==> src/rtl/nu_pkg.sv <==
package nu_pkg;

  typedef enum logic [1:0] {
    POL_WRAP = 2'd0,
    POL_MARK = 2'd1,
    POL_CLAMP = 2'd2,
    POL_RSVD = 2'd3
  } pol_e;

  localparam logic [1:0] MK_ORD = 2'b00;
  localparam logic [1:0] MK_INV = 2'b10;

  // Request is impossible to carry out: no narrower width, mixed widths,
  // element wider than the operand, or a reserved policy code.
  function automatic logic width_bad(input logic vec, input logic [1:0] pol,
                                     input logic [1:0] awc, input logic [1:0] bwc,
                                     input int maxc);
    logic bad;
    bad = (awc == 2'd0) || (int'(awc) > maxc) || (pol == 2'd3);
    if (vec && (bwc != awc)) bad = 1'b1;
    return bad;
  endfunction

endpackage

==> src/rtl/nu_lane.sv <==
module nu_lane
  import nu_pkg::*;
#(
  parameter int SB = 4
) (
  input  logic [SB*8-1:0] src,
  input  logic [1:0]      kind,
  input  pol_e            pol,
  input  logic            sgn,
  output logic [SB*4-1:0] res,
  output logic [1:0]      rmark,
  output logic            ovf
);
  localparam int HB = SB * 4;

  function automatic logic over_u(input logic [SB*8-1:0] v);
    return |v[SB*8-1:HB];
  endfunction

  function automatic logic over_s(input logic [SB*8-1:0] v);
    logic [HB:0] top;
    top = v[SB*8-1:HB-1];
    return !((&top) || (~|top));
  endfunction

  function automatic logic [HB-1:0] limit(input logic neg, input logic s);
    if (!s) return '1;
    return neg ? {1'b1, {(HB-1){1'b0}}} : {1'b0, {(HB-1){1'b1}}};
  endfunction

  logic ordinary;
  assign ordinary = (kind == MK_ORD);
  assign ovf = ordinary && (sgn ? over_s(src) : over_u(src));

  always_comb begin
    res   = src[HB-1:0];
    rmark = kind;
    if (ordinary && ovf) begin
      if (pol == POL_CLAMP) res = limit(src[SB*8-1], sgn);
      if (pol == POL_MARK) rmark = MK_INV;
    end
  end

endmodule

==> src/rtl/nu_path.sv <==
module nu_path
  import nu_pkg::*;
#(
  parameter int VB = 16,
  parameter int C  = 2
) (
  input  logic [VB*8-1:0] a_data,
  input  logic [VB*2-1:0] a_mark,
  input  logic [VB*8-1:0] b_data,
  input  logic [VB*2-1:0] b_mark,
  input  logic            vec,
  input  pol_e            pol,
  input  logic            sgn,
  output logic [VB*8-1:0] d,
  output logic [VB*2-1:0] m,
  output logic [VB-1:0]   ovf
);
  localparam int SB = 1 << C;
  localparam int OB = SB / 2;
  localparam int NL = VB / SB;

  if (2 * NL < VB) begin : g_pad
    assign ovf[VB-1:2*NL] = '0;
  end

  for (genvar i = 0; i < NL; i++) begin : g_lane
    logic [OB*8-1:0] ra, rb;
    logic [1:0]      ma, mb;
    logic            oa, ob;
    logic            keep_a;

    nu_lane #(.SB(SB)) u_a (
      .src(a_data[i*SB*8 +: SB*8]), .kind(a_mark[i*SB*2 +: 2]),
      .pol(pol), .sgn(sgn), .res(ra), .rmark(ma), .ovf(oa)
    );
    nu_lane #(.SB(SB)) u_b (
      .src(b_data[i*SB*8 +: SB*8]), .kind(b_mark[i*SB*2 +: 2]),
      .pol(pol), .sgn(sgn), .res(rb), .rmark(mb), .ovf(ob)
    );

    assign keep_a = vec || (i == 0);

    assign d[i*OB*8 +: OB*8]      = keep_a ? ra : '0;
    assign m[i*OB*2 +: OB*2]      = keep_a ? {OB{ma}} : '0;
    assign d[(NL+i)*OB*8 +: OB*8] = vec ? rb : '0;
    assign m[(NL+i)*OB*2 +: OB*2] = vec ? {OB{mb}} : '0;
    assign ovf[i]                 = keep_a && oa;
    assign ovf[NL+i]              = vec && ob;
  end

endmodule

==> src/rtl/narrow_unit.sv <==
module narrow_unit
  import nu_pkg::*;
#(
  parameter int VB = 16
) (
  input  logic              clk,
  input  logic              rst_n,
  input  logic              in_valid,
  input  logic              in_vec,
  input  logic [1:0]        in_pol,
  input  logic              in_sgn,
  input  logic [VB*8-1:0]   a_data,
  input  logic [1:0]        a_wc,
  input  logic [VB*2-1:0]   a_mark,
  input  logic [VB*8-1:0]   b_data,
  input  logic [1:0]        b_wc,
  input  logic [VB*2-1:0]   b_mark,
  output logic              out_valid,
  output logic              out_fault,
  output logic [VB*8-1:0]   out_data,
  output logic [1:0]        out_wc,
  output logic [VB*2-1:0]   out_mark
);
  localparam int DW   = VB * 8;
  localparam int MW   = VB * 2;
  localparam int LG   = $clog2(VB);
  localparam int MAXC = (LG < 3) ? LG : 3;

  // stage 1: captured request
  logic          s1_valid, s1_vec, s1_sgn;
  logic [1:0]    s1_pol, s1_awc, s1_bwc;
  logic [DW-1:0] s1_adata, s1_bdata;
  logic [MW-1:0] s1_amark, s1_bmark;

  always_ff @(posedge clk or negedge rst_n) begin
    if (!rst_n) begin
      s1_valid <= 1'b0;
      s1_vec   <= 1'b0;
      s1_sgn   <= 1'b0;
      s1_pol   <= '0;
      s1_awc   <= '0;
      s1_bwc   <= '0;
      s1_adata <= '0;
      s1_bdata <= '0;
      s1_amark <= '0;
      s1_bmark <= '0;
    end else begin
      s1_valid <= in_valid;
      s1_vec   <= in_vec;
      s1_sgn   <= in_sgn;
      s1_pol   <= in_pol;
      s1_awc   <= a_wc;
      s1_bwc   <= b_wc;
      s1_adata <= a_data;
      s1_bdata <= b_data;
      s1_amark <= a_mark;
      s1_bmark <= b_mark;
    end
  end

  // named internal events for the checker
  logic s1_fault;
  logic s1_any_ovf;
  assign s1_fault = width_bad(s1_vec, s1_pol, s1_awc, s1_bwc, MAXC);

  logic [DW-1:0] path_d [4];
  logic [MW-1:0] path_m [4];
  logic [VB-1:0] path_o [4];

  for (genvar c = 0; c < 4; c++) begin : g_width
    if (c >= 1 && c <= MAXC) begin : g_on
      nu_path #(.VB(VB), .C(c)) u_path (
        .a_data(s1_adata), .a_mark(s1_amark),
        .b_data(s1_bdata), .b_mark(s1_bmark),
        .vec(s1_vec), .pol(pol_e'(s1_pol)), .sgn(s1_sgn),
        .d(path_d[c]), .m(path_m[c]), .ovf(path_o[c])
      );
    end else begin : g_off
      assign path_d[c] = '0;
      assign path_m[c] = '0;
      assign path_o[c] = '0;
    end
  end

  logic [DW-1:0] nd;
  logic [MW-1:0] nm;
  always_comb begin
    nd = path_d[s1_awc];
    nm = path_m[s1_awc];
  end
  assign s1_any_ovf = (|path_o[s1_awc]) && !s1_fault;

  // stage 2: result registers
  always_ff @(posedge clk or negedge rst_n) begin
    if (!rst_n) begin
      out_valid <= 1'b0;
      out_fault <= 1'b0;
      out_data  <= '0;
      out_mark  <= '0;
      out_wc    <= '0;
    end else begin
      out_valid <= s1_valid;
      out_fault <= s1_valid && s1_fault;
      out_data  <= (s1_valid && !s1_fault) ? nd : '0;
      out_mark  <= (s1_valid && !s1_fault) ? nm : '0;
      out_wc    <= (s1_valid && !s1_fault) ? 2'(s1_awc - 2'd1) : '0;
    end
  end

endmodule

==> config.mk <==
export PLATFORM = sky130hd
export DESIGN_NAME = narrow_unit
export DESIGN_NICKNAME = d
export VERILOG_FILES = /design/src/rtl/nu_pkg.sv /design/src/rtl/nu_lane.sv /design/src/rtl/nu_path.sv /design/src/rtl/narrow_unit.sv
export SDC_FILE = /design/constraint.sdc
export NUM_CORES = 1
export LEC_CHECK = 0
export BUFFER_PORTS_ARGS = -buffer_cell sky130_fd_sc_hd__buf_2
export CAP_MARGIN = 25
export CORE_ASPECT_RATIO = 1.75
export CORE_MARGIN = 2
export CORE_UTILIZATION = 40
export CTS_CLUSTER_SIZE = 16
export DETAILED_ROUTE_END_ITERATION = 10
export PLACE_DENSITY = 0.75
export SYNTH_ARGS = -nofsm -noshare
export SYNTH_HDL_FRONTEND = slang
export SYNTH_SLANG_ARGS = --single-unit
==> constraint.sdc <==
create_clock -name clk -period 5.48 [get_ports clk]
set_input_delay 0.548 -clock clk [delete_from_list [all_inputs] [get_ports clk]]
set_output_delay 0.548 -clock clk [all_outputs]
set_load 0.02 [all_outputs]
==> flow_metrics.tcl <==
set metrics [dict create \
    post-route-min-period_ns 3.81 \
    initial_core_util_pct 40.5 \
    crit_fanout 32 \
    cts_max_path_buffers 3 \
    rows 104 \
    syn_inst 1570 \
    fin_skew_ns 0.0229 \
    finalNetCount 2366 \
    core_um2 45900 \
    synth_seq_cells 461 \
    grt_pass1_vias 16900 \
    worstSetupPathType "flip-flop to flip-flop" \
    grt_pass1_wl_um 101000 \
    whs_ns 0.0775 \
    synth_nets 1902 \
    gp_congestion 0.930 \
    setup_viol 0 \
    grt_antenna_before_repair 18 \
    ioPinCount 495 \
    first_pass_iters 9 \
    hold_path.class "input pin to flip-flop" \
    rsz0062_at_grt "no" \
    period_share_pct 69.6 \
    fmax_mhz 262 \
    async_flop_share_pct 100 \
    post_drt_wl_per_cell_um 25.6 \
    drive_gt1_share_pct 30.9 \
    numCtsBuffers 44 \
    cts.clk_slew.worst_paths_ns 0.07 \
    dpl.hpwl_um 50000 \
    wirelength_um 68200 \
    slew_headroom_pct 30.0 \
    cts_max_level 2 \
    p_total_mw 7.60 \
    synth-edff-count 0 \
    clk_latency_ns 0.57 \
    viasPerCell 6.05 \
    cap_viol_max_count 0 \
    tns_ns 0 \
    cp.arrival_ns 4.27 \
    mostFrequentLayoutCells "buf_2, dfrtp_1, o21ai_0" \
    worstPathRequired_ns 5.94 \
    die_w_um 167 \
    die_area_um2 48300 \
    cellPowerDensity_nw_per_um2 329 \
    synth_area_um2 18600 \
    vias 16100 \
    ys_types 93 \
    outcome "finished, violations left" \
    die_h_um 289 \
    worst_slew_pin_slew_ns 1.04 \
    overflow 0 \
    power.leakage_nw 10.9 \
    violations "DRC" \
    endpoint_kind "flip-flop" \
    ys_seq_area_share_pct 62.1 \
    use_met2_pct 49.4 \
    io_buffers 462 \
    cts_tree "done" \
    critPathLaunchType "flip-flop" \
    synthToLayoutAreaGrowth_pct 24.4 \
    n_fill_cell 4058 \
    first_iter_violations 1393 \
    track_usage_pct 27.6 \
    syn_avg_cell_area_um2 11.8 \
    final_common_cell "buf_2" \
    finalHoldViolCount 0 \
    synth_flop_cell "dfrtp_1" \
    grt.busiest_layer "met2" \
    ant_nets 0 \
    clockRootBuffer "clkbuf_16" \
    grt_use_met1_pct 29.9 \
    yosysWarnings 0 \
    grt_max_degree 148 \
    ir_worst_vdd_uv 331 \
    grtUsageMet3_pct 5.83 \
    drc 1 \
    finalMaxSlewViolations 0 \
    cts_sinks 461 \
]
[final cells by class]
type                       instances  area [um2]  area share [%]
antenna                           14        35.0           0.152
clock buffer                      58        1250            5.43
clock inverter                    23         284            1.23
inverter                          26        97.6           0.422
multi-input combinational       1009        6590            28.5
sequential                       461       11500            49.9
tap                              583         729            3.16
timing repair buffer             492        2580            11.2
[sequential cells by signal (all words and copies together) (netlist names)]
name and flops:
out_data 128, s1_bmark 16, s1_adata 128, out_fault 1
s1_vec 1, s1_valid 1, out_wc 2, s1_bdata 128
s1_sgn 1, s1_bwc 2, s1_awc 2, s1_pol 2
out_valid 1, out_mark 32, s1_amark 16
[cells in the mapped netlist (all sizes together) (10+ instances only)]
master	number	area share, %
o21ai	142	3.8
o21a	26	1.1
nor2	86	1.7
a21o	11	0.44
or4	14	0.63
a211oi	21	0.85
or3	16	0.57
o211a	16	0.86
clkbuf	48	0.98
a21oi	94	2.6
nand2b	13	0.48
nor3	38	1.2
buf	26	1.0
mux2i	23	1.2
dfrtp	461	62
o221a	14	0.85
o2111a	21	1.3
nor4	58	2.1
inv	26	0.53
and3	28	0.94
a31oi	30	1.1
nand4	71	2.4
and2	10	0.34
a221oi	31	1.6
nand3	21	0.59
nand2	78	1.6
[path summary, 6_finish.rpt]
| kind | from | end | slack, ns | cells after the start |
|---|---|---|---|---|
| max in group asynchronous | rst_n | s1_adata[31] | 3.60 | 3 |
| hold reg to reg | s1_adata[68] | out_data[36] | 0.47 | 1 |
| hold / removal | b_mark[21] | s1_bmark[21] | 0.08 | 1 |
| setup / recovery | s1_awc[1] | out_data[123] | 1.67 | 7 |
| setup reg to reg | s1_awc[1] | out_data[123] | 1.67 | 7 |
| min in group asynchronous | rst_n | out_data[113] | 0.50 | 2 |
[power by group]
group | internal [mW] | switching (mW)
Clock | 1.87 | 1.38
Combinational | 0.233 | 0.424
Sequential | 3.55 | 0.148
[per-stage QoR]
stage	instance area, um2	setup slack, ns	util [%]	std cells
detailed placement	21500	1.80	46.8	2565
global route	23100	1.52	50.3	2665
finish	23100	1.67	50.3	2666
floorplan	18600	2.65	-	1570
CTS	23000	1.77	50.2	2647
global placement	21500	1.86	46.7	2563
[worst max-delay path: stages, from the launching register on]
cell	delay, ns
dfrtp_2	0.92
inv_2	0.50
ha_1	0.33
a21oi_1	0.27
and4_1	0.84
o311a_1	0.42
o21ai_0	0.11
a221oi_1	0.27
[what timing repair did]
action	4_1_cts	5_1_grt
hold endpoints to repair	51	0
setup buffers	0	0
resized for setup	0	0
hold buffers	1	0
[layer usage]
metal	vias up	routed length (um)	part of all wire (%)
li1	6950	-	-
met1	7885	23100	34
met2	991	35200	52
met3	288	5290	7.8
met4	10	4600	6.7
met5	-	55	0.081
[logic make-up after synthesis]
family	count (synthesis)	share of synthesized area, %
compound gates	510	19.5
xor+xnor	2	0.0943
fa+ha+maj	1	0.0673
buf+inv	100	2.53
flops	461	62.1
mux	32	1.78
simple gates	464	14.0
Note: power is estimated with default switching activity, not from simulation.
